==> src/rtl/dsm_pkg.sv <==
package dsm_pkg;
  localparam int NUM_RULES      = 10;
  localparam int RULE_RP        = 0;
  localparam int RULE_RAS_MIN   = 1;
  localparam int RULE_RAS_MAX   = 2;
  localparam int RULE_CBR_LEAD  = 3;
  localparam int RULE_CBR_HOLD  = 4;
  localparam int RULE_INIT      = 5;
  localparam int RULE_DENSITY   = 6;
  localparam int RULE_RCD       = 7;
  localparam int RULE_CAS_MIN   = 8;
  localparam int RULE_LATE_WR   = 9;

  localparam int SIG_RAS = 0;
  localparam int SIG_CAS = 1;
  localparam int SIG_WE  = 2;
  localparam int NUM_SIG = 3;
endpackage

==> src/rtl/dsm_edge_det.sv <==
module dsm_edge_det #(
  parameter int W = 3
) (
  input  logic         clk,
  input  logic         rst_n,
  input  logic [W-1:0] din,
  output logic [W-1:0] lvl,
  output logic [W-1:0] chg
);
  logic [W-1:0] prev_q;

  for (genvar i = 0; i < W; i++) begin : g_bit
    always_ff @(posedge clk or negedge rst_n) begin
      if (!rst_n) begin
        lvl[i]    <= 1'b1;
        prev_q[i] <= 1'b1;
      end else begin
        lvl[i]    <= din[i];
        prev_q[i] <= lvl[i];
      end
    end
    assign chg[i] = lvl[i] ^ prev_q[i];
  end
endmodule

==> src/rtl/dsm_sat_timer.sv <==
module dsm_sat_timer #(
  parameter int MAX = 100,
  parameter int W   = 7
) (
  input  logic         clk,
  input  logic         rst_n,
  input  logic         restart,
  output logic [W-1:0] cnt
);
  localparam logic [W-1:0] LIM = W'(MAX);
  logic [W-1:0] cnt_d;

  always_comb begin
    if (restart)         cnt_d = W'(1);
    else if (cnt == LIM) cnt_d = cnt;
    else                 cnt_d = cnt + 1'b1;
  end

  always_ff @(posedge clk or negedge rst_n) begin
    if (!rst_n) cnt <= '0;
    else        cnt <= cnt_d;
  end


  sat_bound_chk: assert property (@(posedge clk) disable iff (!rst_n) cnt <= LIM);
endmodule

==> src/rtl/dsm_refresh_window.sv <==
module dsm_refresh_window #(
  parameter int WINDOW   = 1000,
  parameter int MIN_REFS = 4
) (
  input  logic clk,
  input  logic rst_n,
  input  logic evt,
  output logic short_o
);
  localparam int TW = $clog2(WINDOW + 1);
  localparam int CW = $clog2(MIN_REFS + 1);
  localparam logic [TW-1:0] LAST = TW'(WINDOW - 1);
  localparam logic [CW-1:0] NEED = CW'(MIN_REFS);

  logic [TW-1:0] tick_q, tick_d;
  logic [CW-1:0] refs_q, refs_d, refs_eff;
  logic          wrap;

  always_comb begin
    wrap     = (tick_q == LAST);
    refs_eff = (evt && refs_q != NEED) ? refs_q + 1'b1 : refs_q;
    tick_d   = wrap ? '0 : tick_q + 1'b1;
    refs_d   = wrap ? '0 : refs_eff;
    short_o  = wrap && (refs_eff < NEED);
  end

  always_ff @(posedge clk or negedge rst_n) begin
    if (!rst_n) begin
      tick_q <= '0;
      refs_q <= '0;
    end else begin
      tick_q <= tick_d;
      refs_q <= refs_d;
    end
  end


  win_range_chk: assert property (@(posedge clk) disable iff (!rst_n) tick_q <= LAST);

  refs_bound_chk: assert property (@(posedge clk) disable iff (!rst_n) refs_q <= NEED);
endmodule

==> src/rtl/dram_strobe_monitor.sv <==
module dram_strobe_monitor
  import dsm_pkg::*;
#(
  parameter int T_RP        = 30,
  parameter int T_RAS       = 50,
  parameter int T_RAS_MAX   = 10000,
  parameter int T_RASP_MAX  = 200000,
  parameter int T_CSR       = 5,
  parameter int T_CHR       = 10,
  parameter int T_RCD       = 20,
  parameter int T_CAS       = 8,
  parameter int T_INIT      = 200000,
  parameter int INIT_REFS   = 8,
  parameter int REF_WINDOW  = 16000000,
  parameter int REF_MIN     = 1024,
  parameter int REF_CNT_W   = 16
) (
  input  logic                 clk,
  input  logic                 rst_n,
  input  logic                 clr_i,
  input  logic                 ras_n_i,
  input  logic                 cas_n_i,
  input  logic                 we_n_i,
  output logic [NUM_RULES-1:0] viol_o,
  output logic [REF_CNT_W-1:0] refresh_count_o
);
  localparam int RAS_LIM = (T_RASP_MAX > T_RAS_MAX ? T_RASP_MAX : T_RAS_MAX) + 1;
  localparam int RW      = $clog2(RAS_LIM + 1);
  localparam int CAS_LIM = (T_CSR > T_CAS ? T_CSR : T_CAS) + 1;
  localparam int CW      = $clog2(CAS_LIM + 1);
  localparam int IW      = $clog2(T_INIT + 1);
  localparam int NW      = $clog2(INIT_REFS + 1);

  logic [NUM_SIG-1:0] lvl, chg;
  logic s_ras, s_cas, ras_fell, ras_rose, cas_fell, cas_rose, we_fell;
  logic [RW-1:0] ras_t;
  logic [CW-1:0] cas_t, cas_lead;
  logic [IW-1:0] init_t;
  logic          win_short;

  logic cbr_q, cbr_d, acc_q, acc_d, page_q, page_d, hit_q, hit_d;
  logic rose_seen_q, rose_seen_d, first_q, first_d;
  logic [NW-1:0] init_refs_q, init_refs_d;
  logic [REF_CNT_W-1:0] ref_cnt_q, ref_cnt_d;
  logic [NUM_RULES-1:0] viol_q, viol_d, new_v;
  logic cbr_start, normal_cas;
  logic [RW-1:0] ras_limit;

  dsm_edge_det #(.W(NUM_SIG)) u_edges (
    .clk(clk), .rst_n(rst_n), .din({we_n_i, cas_n_i, ras_n_i}), .lvl(lvl), .chg(chg)
  );

  assign s_ras    = lvl[SIG_RAS];
  assign s_cas    = lvl[SIG_CAS];
  assign ras_fell = chg[SIG_RAS] & ~s_ras;
  assign ras_rose = chg[SIG_RAS] &  s_ras;
  assign cas_fell = chg[SIG_CAS] & ~s_cas;
  assign cas_rose = chg[SIG_CAS] &  s_cas;
  assign we_fell  = chg[SIG_WE]  & ~lvl[SIG_WE];

  dsm_sat_timer #(.MAX(RAS_LIM), .W(RW)) u_ras_timer (
    .clk(clk), .rst_n(rst_n), .restart(chg[SIG_RAS]), .cnt(ras_t)
  );
  dsm_sat_timer #(.MAX(CAS_LIM), .W(CW)) u_cas_timer (
    .clk(clk), .rst_n(rst_n), .restart(chg[SIG_CAS]), .cnt(cas_t)
  );
  dsm_sat_timer #(.MAX(T_INIT), .W(IW)) u_init_timer (
    .clk(clk), .rst_n(rst_n), .restart(1'b0), .cnt(init_t)
  );
  dsm_refresh_window #(.WINDOW(REF_WINDOW), .MIN_REFS(REF_MIN)) u_window (
    .clk(clk), .rst_n(rst_n), .evt(cbr_start), .short_o(win_short)
  );

  always_comb begin
    cbr_start  = ras_fell && !s_cas;
    normal_cas = cas_fell && !s_ras && !ras_fell && !cbr_q;
    cas_lead   = cas_fell ? '0 : cas_t;
    ras_limit  = page_q ? RW'(T_RASP_MAX) : RW'(T_RAS_MAX);

    cbr_d       = ras_fell ? cbr_start : (ras_rose ? 1'b0 : cbr_q);
    acc_d       = normal_cas ? 1'b1 : (cas_rose ? 1'b0 : acc_q);
    hit_d       = ras_fell ? 1'b0 : (normal_cas ? 1'b1 : hit_q);
    page_d      = ras_fell ? 1'b0 : ((normal_cas && hit_q) ? 1'b1 : page_q);
    rose_seen_d = rose_seen_q | ras_rose;
    first_d     = first_q | normal_cas;
    init_refs_d = (cbr_start && init_refs_q != NW'(INIT_REFS)) ? init_refs_q + 1'b1 : init_refs_q;
    ref_cnt_d   = ref_cnt_q + REF_CNT_W'(cbr_start);

    new_v = '0;
    new_v[RULE_RP]       = ras_fell && rose_seen_q && (ras_t < RW'(T_RP));
    new_v[RULE_RAS_MIN]  = ras_rose && (ras_t < RW'(T_RAS));
    new_v[RULE_RAS_MAX]  = !s_ras && !ras_fell && (ras_t >= ras_limit);
    new_v[RULE_CBR_LEAD] = cbr_start && (cas_lead < CW'(T_CSR));
    new_v[RULE_CBR_HOLD] = cbr_q && cas_rose && !s_ras && (ras_t < RW'(T_CHR));
    new_v[RULE_INIT]     = normal_cas && !first_q &&
                           ((init_refs_q < NW'(INIT_REFS)) || (init_t < IW'(T_INIT)));
    new_v[RULE_DENSITY]  = win_short;
    new_v[RULE_RCD]      = normal_cas && !hit_q && (ras_t < RW'(T_RCD));
    new_v[RULE_CAS_MIN]  = acc_q && cas_rose && (cas_t < CW'(T_CAS));
    new_v[RULE_LATE_WR]  = acc_q && !s_cas && we_fell;

    viol_d = (clr_i ? '0 : viol_q) | new_v;
  end

  always_ff @(posedge clk or negedge rst_n) begin
    if (!rst_n) begin
      cbr_q       <= 1'b0;
      acc_q       <= 1'b0;
      hit_q       <= 1'b0;
      page_q      <= 1'b0;
      rose_seen_q <= 1'b0;
      first_q     <= 1'b0;
      init_refs_q <= '0;
      ref_cnt_q   <= '0;
      viol_q      <= '0;
    end else begin
      cbr_q       <= cbr_d;
      acc_q       <= acc_d;
      hit_q       <= hit_d;
      page_q      <= page_d;
      rose_seen_q <= rose_seen_d;
      first_q     <= first_d;
      init_refs_q <= init_refs_d;
      ref_cnt_q   <= ref_cnt_d;
      viol_q      <= viol_d;
    end
  end

  assign viol_o          = viol_q;
  assign refresh_count_o = ref_cnt_q;


  sticky_hold_chk: assert property (@(posedge clk) disable iff (!rst_n)
    !clr_i |=> ((viol_q & $past(viol_q)) == $past(viol_q)));

  ref_step_chk: assert property (@(posedge clk) disable iff (!rst_n)
    !$stable(ref_cnt_q) |-> (ref_cnt_q == REF_CNT_W'($past(ref_cnt_q) + 1'b1)));

  cbr_low_chk: assert property (@(posedge clk) disable iff (!rst_n)
    (cbr_q && !ras_rose) |-> !s_ras);

  acc_low_chk: assert property (@(posedge clk) disable iff (!rst_n)
    (acc_q && !cas_rose) |-> !s_cas);

  first_once_chk: assert property (@(posedge clk) disable iff (!rst_n)
    first_q |=> first_q);
endmodule

==> config.mk <==
export PLATFORM = sky130hd
export DESIGN_NAME = dram_strobe_monitor
export DESIGN_NICKNAME = d
export VERILOG_FILES = /design/src/rtl/dsm_pkg.sv /design/src/rtl/dsm_edge_det.sv /design/src/rtl/dsm_sat_timer.sv /design/src/rtl/dsm_refresh_window.sv /design/src/rtl/dram_strobe_monitor.sv
export SDC_FILE = /design/constraint.sdc
export NUM_CORES = 1
export LEC_CHECK = 0
export BUFFER_PORTS_ARGS = -buffer_cell sky130_fd_sc_hd__clkbuf_2
export CAP_MARGIN = 40
export CELL_PAD_IN_SITES_DETAIL_PLACEMENT = 0
export CELL_PAD_IN_SITES_GLOBAL_PLACEMENT = 1
export CORE_AREA = 4 4 136 106
export DETAILED_ROUTE_END_ITERATION = 12
export DIE_AREA = 0 0 140 110
export GPL_TIMING_DRIVEN = 1
export HOLD_SLACK_MARGIN = 0.06
export PLACE_DENSITY = 0.7
export SYNTH_ARGS = -nofsm -noshare
export SYNTH_HDL_FRONTEND = slang
export SYNTH_SLANG_ARGS = --single-unit
==> constraint.sdc <==
create_clock -name clk -period 2.3 [get_ports clk]
set_input_delay 0.46 -clock clk [delete_from_list [all_inputs] [get_ports clk]]
set_output_delay 0.46 -clock clk [all_outputs]
set_load 0.05 [all_outputs]
==> results by group, run 1 <==
Global route
  – Leftover overflow at the end of global routing: 0
  – Maximum number of pins on one net before global-route repair: 58
  – First-pass GRT wire length: 20.5 mm
  – Number of global-route vias before repair: 4,040
  – Number of antenna violations at the first check in global routing: 0
  – Overall global routing resource usage: 0.167

Logic synthesis
  – Adder-cell share of the synthesized area: 0.0564
  – Area share of and/or/nand/nor cells after synthesis: 0.217
  – Number of distinct library cell variants in the gate-level netlist after synthesis: 52
  – Async S/R FF share, synth: 1.00
  – Top FF cell, synth: dfrtp_1
  – Mux share of post-synthesis cell area: 0.0169
  – XOR/XNOR Fraction of Synth Area: 0.105
  – Post-synthesis instance area: 5760 µm²
  – Sequential-to-total area share from yosys stat: 0.509
  – Main combinational cell family by area after synthesis: simple AND/OR/NAND/NOR gates
  – Compound-Gate Fraction of Synth Area: 0.0649
  – Yosys top cell area share: 0.482
  – EDFF count, synth: 0
  – Leading post-synthesis cells by cell area: dfrtp_1 48%, xnor2_1 6.2%, ha_1 5.6%
  – Average instance area after synthesis: 10.4 µm²
  – Syn_nets: 588
  – Gate count after technology mapping: 556
  – Area leader, netlist: dfrtp_1
  – FF+latch count, synth: 117
  – Warnings from Yosys: 0

Final layout
  – Layout Nets: 641
  – N_diodes: 0
  – Synth-to-Final Area Change: 19.8%
  – Final design utilization: 0.536
  – Count of fill cells added during filler insertion: 1,173
  – Fraction of final layout cells with drive strength greater than 1: 0.158

STA
  – Accumulated negative setup slack: 0 ns
  – Number of pins exceeding their max-slew limit in the final report: 0
  – Unrepaired setup endpoints after global routing: false
  – Clock skew after layout: 0.0107 ns
  – Tcrit/Tclk final: 0.928
  – Min Clock Period, post-route: 2.13 ns
  – Maximum achievable frequency: 469 MHz
  – Final hold slack: 0.131 ns
  – Slew HR: 0.512
  – Endpoints failing setup: 0
  – Worst-margin pin slew: 0.727 ns
  – Number of hold violations in the final report: 0

Detailed routing
  – Routed wire per std cell: 15.1 µm
  – Pre-antenna DRT Iters: 4
  – Post-detailed-route count of antenna-violating nets: 0
  – DRC Markers: 0
  – Number of vias after detailed routing: 4,234
  – Avg Vias per Cell: 5.34
  – Total routed wirelength: 12.0 mm
  – Initial detailed-routing violation count: 204

Pwr
  – Static leakage: 0.00315 µW
  – Pwr dens: 870 nW/µm²
  – Overall power: 6010 µW
  – Proportion of power drawn by the clock network: 0.481
  – Total net switching power: 1550 µW
  – Switching Fraction: 0.258
  – Power share of the combinational group: 0.116
  – Sequential share of power: 0.403
  – Worst IR drop on VDD: 539 µV
  – Cell-internal power: 4460 µW

Die
  – Area of the die: 15,400 µm²
  – Die Span X: 140 µm
  – Starting density of the core: 0.447
  – Standard cell core area: 12,900 µm²
  – I/O pin count: 32
  – Number of cell rows: 36
  – Vertical die dimension: 110 µm

Worst setup path
  – Path type of the worst setup path: reg2reg
  – Cell-by-cell trace of the critical path: ha_2, nand2b_1, inv_1, ha_2, ha_1, and3_1, nand4_1, xnor2_1
  – Worst Setup End Kind: flop
  – Critical path data arrival time: 2.42 ns
  – Max incr delay on CP: 0.53 ns
  – CP max stage cell: dfstp_2
  – Kind of cell adding the most delay to the critical path: adder cells
  – Cell occurring most often along the worst timing path: ha_2
  – Req. time, crit path: 2.58 ns
  – CP bufs+invs: 1
  – Worst setup SP type: flop
  – Maximum fanout encountered on the critical timing path: 7

Placed design
  – DP HPWL: 8.61 mm
  – PortBufs: 31
  – Routability cong.: 0.827

Clocking
  – CTS Buffer Depth: 2
  – Number of CTS-inserted buffers: 17
  – H-tree Lvls: 4
  – Buffers inserted by post-CTS timing repair: 0
  – CTS clock-pin slew for the worst setup and hold paths: 0.05 ns
  – Worst-skew pair later-pin latency: 0.41 ns
  – TritonCTS clock tree: yes
  – CTS root buffer: clkbuf_16
  – TritonCTS Sinks: 117

Run
  – Number of max-capacitance violations reported: 0

Outcome
  – Status: complete, no violations

Worst hold path
  – Tightest Hold Check Type: in2reg
-- through the flow --
step | std cells | setup WS (ns) | instance area, µm²
after global routing | 793 | 0.0225 | 6910
after detailed placement | 760 | 0.0887 | 6230
after CTS | 793 | 0.0800 | 6900
after global placement | 760 | 0.177 | 6230
final | 793 | 0.166 | 6910
after floorplan | 556 | 0.304 | 5760
-- metal layers --
layer	routed length, µm	track usage	vias up
met5	0	0	-
met4	156	0.0505	0
li1	-	-	2086
met2	5160	0.241	57
met3	446	0.0461	13
met1	6200	0.247	2078
-- worst reg2reg max path, stage by stage, from the launching register on --
cell,delay (ns)
dfstp_2,0.53
ha_2,0.23
nand2b_1,0.09
inv_1,0.15
ha_2,0.24
ha_1,0.24
and3_1,0.25
nand4_1,0.13
xnor2_1,0.15
-- registers in the layout, summed over array words and instances (netlist names) --
name              cells
u_window.tick_q      24
u_init_timer.cnt     18
u_ras_timer.cnt      18
refresh_count_o      16
u_window.refs_q      11
viol_o               10
init_refs_q           4
u_cas_timer.cnt       4
u_edges.lvl           3
u_edges.prev_q        3
acc_q                 1
cbr_q                 1
first_q               1
hit_q                 1
page_q                1
rose_seen_q           1
-- cells in the final DEF, fill, tap and decap left out, types with 6 or more instances in the layout --
cell type    n
dfrtp_1    111
nor2_1      49
xnor2_1     41
nand3_1     35
nand2_1     34
nand4_1     33
inv_1       32
clkbuf_2    30
xor2_1      28
ha_1        24
o21ai_0     17
clkbuf_16   17
nor3_1      14
a21oi_1     13
buf_4       13
nor4_1      12
and3_1      11
and4_1       8
nor2b_1      7
nand2b_1     6
mux2_2       6
clkbuf_8     6
dfstp_2      6
-- cell type report --
type / count / area (µm²) / area share
clock inverter: 7 / 141 / 0.0205
timing repair buffer: 47 / 318 / 0.0460
tap: 171 / 214 / 0.0310
inverter: 32 / 120 / 0.0174
multi-input combinational: 394 / 2660 / 0.386
clock buffer: 25 / 515 / 0.0746
sequential: 117 / 2940 / 0.425
-- cells by family (layout without fill, tap and decap cells) --
group	Yosys count	in the layout
muxes	9	9
xor gates and xnor gates	69	69
AOI/OAI and AO/OA	56	56
adders and majority gates	26	26
DFF	117	117
and+or+nand+nor	234	234
buffers and inverters	45	111
-- power groups by stage --
stage | clock [µW] | combinational (µW) | sequential, µW
3_5_place_dp | 0 | 705 | 2450
5_1_grt | 3050 | 776 | 2450
4_1_cts | 2950 | 712 | 2420
6_report | 2890 | 699 | 2420
2_1_floorplan | 0 | 326 | 2580
3_3_place_gp | 0 | 690 | 2440
-- cells in the mapped netlist, types with 2 or more instances --
cell type	instances
and4_1	8
mux2i_1	3
inv_1	32
a41oi_1	2
o21ai_0	17
nand4_1	33
buf_2	6
or2_2	2
mux2_2	6
and3_1	11
nand4b_1	2
nor4_1	12
dfstp_2	6
nand2_1	34
a21o_1	2
xnor2_1	41
nand2b_1	6
clkbuf_1	6
ha_1	26
nor2b_1	7
and2_1	4
or3_1	5
and4b_1	3
nor2_1	49
nor3b_1	2
a32o_1	2
a21oi_1	13
a31o_2	3
nand3_1	35
xor2_1	28
dfrtp_1	111
nor3_1	15
o2bb2ai_1	5
-- what timing repair did --
action / CTS / global route
endpoints found under the hold margin: 21 / 0
hold buffers: 1 / 0
resized for setup: 0 / 2
endpoints found under the setup margin: 0 / 5
-- worst paths after layout --
check	slack, ns	start	end	depth (start not counted)
min in group asynchronous	0.51	rst_n	refresh_count_o[11]$_DFF_PN0_	2
max in group asynchronous	1.14	rst_n	u_edges.prev_q[0]$_DFF_PN1_	3
hold reg to reg	0.36	u_edges.lvl[2]$_DFF_PN1_	u_edges.prev_q[2]$_DFF_PN1_	0
hold / removal	0.13	cas_n_i	u_edges.lvl[1]$_DFF_PN1_	1
setup / recovery	0.17	u_edges.prev_q[0]$_DFF_PN1_	refresh_count_o[10]$_DFF_PN0_	8
setup reg to reg	0.17	u_edges.prev_q[0]$_DFF_PN1_	refresh_count_o[10]$_DFF_PN0_	8
(Power assumes the default switching activity.)
==> run 2, diff against run 1 <==
Settings changed: CORE_AREA 4 4 136 106 to 4 4 133 103, DIE_AREA 0 0 140 110 to 0 0 137 107, PLACE_DENSITY 0.7 to 0.84, SYNTH_HIERARCHICAL set to 1.
==> run 2 against run 1 <==
  * Combinational power grew 6.0%
  * First-iteration DRC count grew 59%
  * Setup slack gained 0.0054 ns
  * Critical endpoint unchanged
  * Total power shrank 3.1%
  * Critical path depth grew 1
  * Largest cell class unchanged
  * Synthesized cell count grew 2.7%
  * Die area shrank 4.8%
  * Global-route usage grew 1.6 points
==> results by group, run 2 <==
Clocking
  – Number of CTS-inserted buffers: 17 (unchanged)
  – TritonCTS clock tree: yes (unchanged)
  – Buffers inserted by post-CTS timing repair: 0 (unchanged)
  – CTS Buffer Depth: 2 (unchanged)
  – Worst-skew pair later-pin latency: 0.41 ns (about the same)
  – CTS root buffer: clkbuf_16 (unchanged)
  – CTS clock-pin slew for the worst setup and hold paths: 0.06 ns (was 0.05 ns)
  – TritonCTS Sinks: 117 (unchanged)
  – H-tree Lvls: 4 (unchanged)

Final layout
  – Final design utilization: 0.570 (was 0.536)
  – Finished Cell Area: 6990 µm² (was 6910 µm²)
  – Layout Nets: 650 (was 641)
  – Leading cell types in the layout, fill and taps excluded: 111 x dfrtp_1, 58 x nor2_1, 33 x xor2_1, 33 x xnor2_1, 32 x nand2_1 (was 111 x dfrtp_1, 49 x nor2_1, 41 x xnor2_1)
  – Largest regs: u_window/tick_q: 24 flops, u_init_timer/cnt: 18 flops, u_ras_timer/cnt: 18 flops (was u_window.tick_q: 24 flops, u_init_timer.cnt: 18 flops, u_ras_timer.cnt: 18 flops)
  – Register with the highest flop count: u_window/tick_q (was u_window.tick_q)
  – Count of fill cells added during filler insertion: 1,077 (was 1,173)
  – Most common cell after layout, fill and taps aside: dfrtp_1 (unchanged)
  – Fraction of final layout cells with drive strength greater than 1: 0.181 (was 0.158)
  – Synth-to-Final Area Change: 17.4% (was 19.8%)
  – Flip-flop count of the largest register after layout: 24 (unchanged)
  – N_diodes: 0 (unchanged)
  – Finished Layout Cells: 803 (was 793)

STA
  – Number of hold violations in the final report: 0 (unchanged)
  – Endpoints failing setup: 0 (unchanged)
  – Worst-margin pin slew: 0.533 ns (was 0.727 ns)
  – Slew HR: 0.645 (was 0.512)
  – Number of pins exceeding their max-slew limit in the final report: 0 (unchanged)
  – Clock skew after layout: 0.0112 ns (was 0.0107 ns)
  – Unrepaired setup endpoints after global routing: false (unchanged)
  – Tcrit/Tclk final: 0.926 (was 0.928)
  – Accumulated negative setup slack: 0 ns (unchanged)
  – Maximum achievable frequency: 470 MHz (was 469 MHz)
  – Min Clock Period, post-route: 2.13 ns (about the same)

Detailed routing
  – Total routed wirelength: 12.4 mm (was 12.0 mm)
  – Number of vias after detailed routing: 4,403 (was 4,234)
  – Post-detailed-route count of antenna-violating nets: 0 (unchanged)
  – Pre-antenna DRT Iters: 5 (was 4)
  – DRC Markers: 0 (unchanged)
  – Avg Vias per Cell: 5.48 (was 5.34)
  – Routed wire per std cell: 15.4 µm (was 15.1 µm)
  – Initial detailed-routing violation count: 324 (was 204)

Worst setup path
  – CP max stage cell: dfstp_2 (unchanged)
  – Critical path data arrival time: 2.42 ns (about the same)
  – Worst flop-to-flop path endpoint: refresh_count_o[10]$_DFF_PN0_ (unchanged)
  – Worst Setup End Kind: flop (unchanged)
  – Max incr delay on CP: 0.57 ns (was 0.53 ns)
  – Req. time, crit path: 2.60 ns (was 2.58 ns)
  – Maximum fanout encountered on the critical timing path: 6 (was 7)
  – Reg-to-reg setup timing slack: 0.17 ns (about the same)
  – Worst setup path endpoint: refresh_count_o[10]$_DFF_PN0_ (unchanged)
  – Start of the worst register-to-register path: u_edges/lvl[0]$_DFF_PN1_ (was u_edges.prev_q[0]$_DFF_PN1_)
  – Cell occurring most often along the worst timing path: nand3_1 (was ha_2)
  – Worst setup SP type: flop (unchanged)
  – Critical path launch point: u_edges/lvl[0]$_DFF_PN1_ (was u_edges.prev_q[0]$_DFF_PN1_)
  – R2R depth: 9 (was 8)
  – Path type of the worst setup path: reg2reg (unchanged)
  – Cell-by-cell trace of the critical path: xor2_4, nand2b_1, nor2_4, ha_1, ha_2, nand3_1, nor2_1, nand3_1, xnor2_1 (was ha_2, nand2b_1, inv_1, ha_2, ha_1, and3_1, nand4_1, xnor2_1)

Logic synthesis
  – Leading post-synthesis cells by cell area: dfrtp_1 47%, xor2_1 5.0%, xnor2_1 4.8% (was dfrtp_1 48%, xnor2_1 6.2%, ha_1 5.6%)
  – Post-synthesis instance area: 5960 µm² (was 5760 µm²)
  – Gate count after technology mapping: 571 (was 556)
  – Sequential-to-total area share from yosys stat: 0.493 (was 0.509)
  – Average instance area after synthesis: 10.4 µm² (about the same)
  – Top post-synthesis cells by count: 111 x dfrtp_1, 58 x nor2_1, 34 x xor2_1, 33 x xnor2_1, 32 x nand2_1 (was 111 x dfrtp_1, 49 x nor2_1, 41 x xnor2_1, 35 x nand3_1, 34 x nand2_1)
  – Warnings from Yosys: 6 (was 0)
  – Syn_nets: 597 (was 588)
  – Library cell with the highest instance count after synthesis: dfrtp_1 (unchanged)
  – EDFF count, synth: 0 (unchanged)
  – Yosys top cell area share: 0.466 (was 0.482)
  – FF+latch count, synth: 117 (unchanged)
  – Number of distinct library cell variants in the gate-level netlist after synthesis: 72 (was 52)
  – Async S/R FF share, synth: 1.00 (unchanged)
  – Top FF cell, synth: dfrtp_1 (unchanged)
  – Area leader, netlist: dfrtp_1 (unchanged)

Worst hold path
  – Launch point of the worst hold path: cas_n_i (unchanged)
  – Tightest Hold Check Type: in2reg (unchanged)

Global route
  – Maximum number of pins on one net before global-route repair: 52 (was 58)
  – Leftover overflow at the end of global routing: 0 (unchanged)
  – Number of global-route vias before repair: 4,318 (was 4,040)
  – First-pass GRT wire length: 21.4 mm (was 20.5 mm)
  – Overall global routing resource usage: 0.183 (was 0.167)
  – Number of antenna violations at the first check in global routing: 0 (unchanged)

Placed design
  – Routability cong.: 0.847 (was 0.827)
  – DP HPWL: 8.44 mm (was 8.61 mm)
  – Placed cell areas: 6400 µm² (was 6230 µm²)
  – PortBufs: 31 (unchanged)
  – Cell total after placement: 770 (was 760)

Die
  – Standard cell core area: 12,300 µm² (was 12,900 µm²)
  – I/O pin count: 32 (unchanged)
  – Die Span X: 137 µm (was 140 µm)
  – Number of cell rows: 35 (was 36)
  – Starting density of the core: 0.486 (was 0.447)
  – Vertical die dimension: 107 µm (was 110 µm)
  – Area of the die: 14,700 µm² (was 15,400 µm²)

Outcome
  – Status: complete, no violations (unchanged)

Pwr
  – Pwr dens: 832 nW/µm² (was 870 nW/µm²)
  – Static leakage: 0.00310 µW (was 0.00315 µW)
  – Worst IR drop on VDD: 541 µV (was 539 µV)

Run
  – Number of max-capacitance violations reported: 0 (unchanged)
[run 2: cell count changes after synthesis, sizes merged, moves of 6 or more]
cell,previous run,this run
ha,26,20
inv,32,25
nor2,49,61
nor3,15,21
xnor2,41,33
xor2,28,34
[run 2: logic make-up after synthesis]
group / count (synthesis) / share of synthesized area
other: 1 / 0.000629
adder cells (fa/ha/maj): 20 / 0.0420
flip-flops: 117 / 0.493
XOR/XNOR: 67 / 0.0985
AO/OA/AOI/OAI: 66 / 0.0750
AND/OR/NAND/NOR: 255 / 0.250
buffers and inverters: 35 / 0.0233
multiplexers: 10 / 0.0185
[run 2: power by group]
group | internal (µW) | switching, µW | total (µW) | leakage (µW)
registers | 2240 | 238 | 2480 | 0.00154
clock network | 1600 | 1000 | 2600 | 0.000269
logic | 272 | 468 | 741 | 0.00128
[run 2: per-stage QoR]
step	setup WS, ns	hold WS [ns]	total power [µW]
after floorplan	0.0253	0.164	2990
after global placement	0.180	0.375	3210
after detailed placement	0.114	0.377	3240
after CTS	0.108	0.131	5880
after global routing	0.0227	0.127	6080
final	0.171	0.147	5820
[run 2: worst min-delay path by stage]
stage	endpoint	slack, ns	cells past startpoint
2_1_floorplan	acc_q$_DFFE_PN0P_	0.16	0
3_3_place_gp	u_edges/prev_q[2]$_DFF_PN1_	0.37	0
3_5_place_dp	u_edges/prev_q[2]$_DFF_PN1_	0.38	0
4_1_cts	u_edges/lvl[1]$_DFF_PN1_	0.13	1
5_1_grt	u_edges/lvl[1]$_DFF_PN1_	0.13	1
6_report	u_edges/lvl[1]$_DFF_PN1_	0.15	1
[run 2: layout make-up]
type                    count  area, µm²  area share
flip-flops and latches    117       2940       0.420
multi-input cells         419       2910       0.416
clock buffers              18        429      0.0614
repair buffers             43        263      0.0376
well taps                 166        208      0.0297
clock inverters            14        155      0.0222
inverters                  26       97.6      0.0140
[run 2: per-layer routing]
| metal | global-route usage | share of wire | wire, µm | vias up |
|---|---|---|---|---|
| met2 | 0.274 | 0.46 | 5640 | 69 |
| met5 | 0 | 0 | 0 | - |
| met3 | 0.0417 | 0.029 | 364 | 16 |
| met4 | 0.0705 | 0.014 | 170 | 0 |
| met1 | 0.259 | 0.50 | 6210 | 2173 |
| li1 | - | - | - | 2145 |
[run 2: critical path, delay by kind of cell (launching register included)]
| family | cells | cell delay, ns |
|---|---|---|
| AND/OR/NAND/NOR | 5 | 0.68 |
| flip-flops | 1 | 0.57 |
| adder cells (fa/ha/maj) | 2 | 0.47 |
| XOR/XNOR | 2 | 0.30 |
[run 2: what timing repair did]
action | in CTS | in global routing
gates resized for setup | 0 | 1
setup endpoints to repair | 0 | 2
endpoints found under the hold margin | 35 | 0
hold buffers | 1 | 0
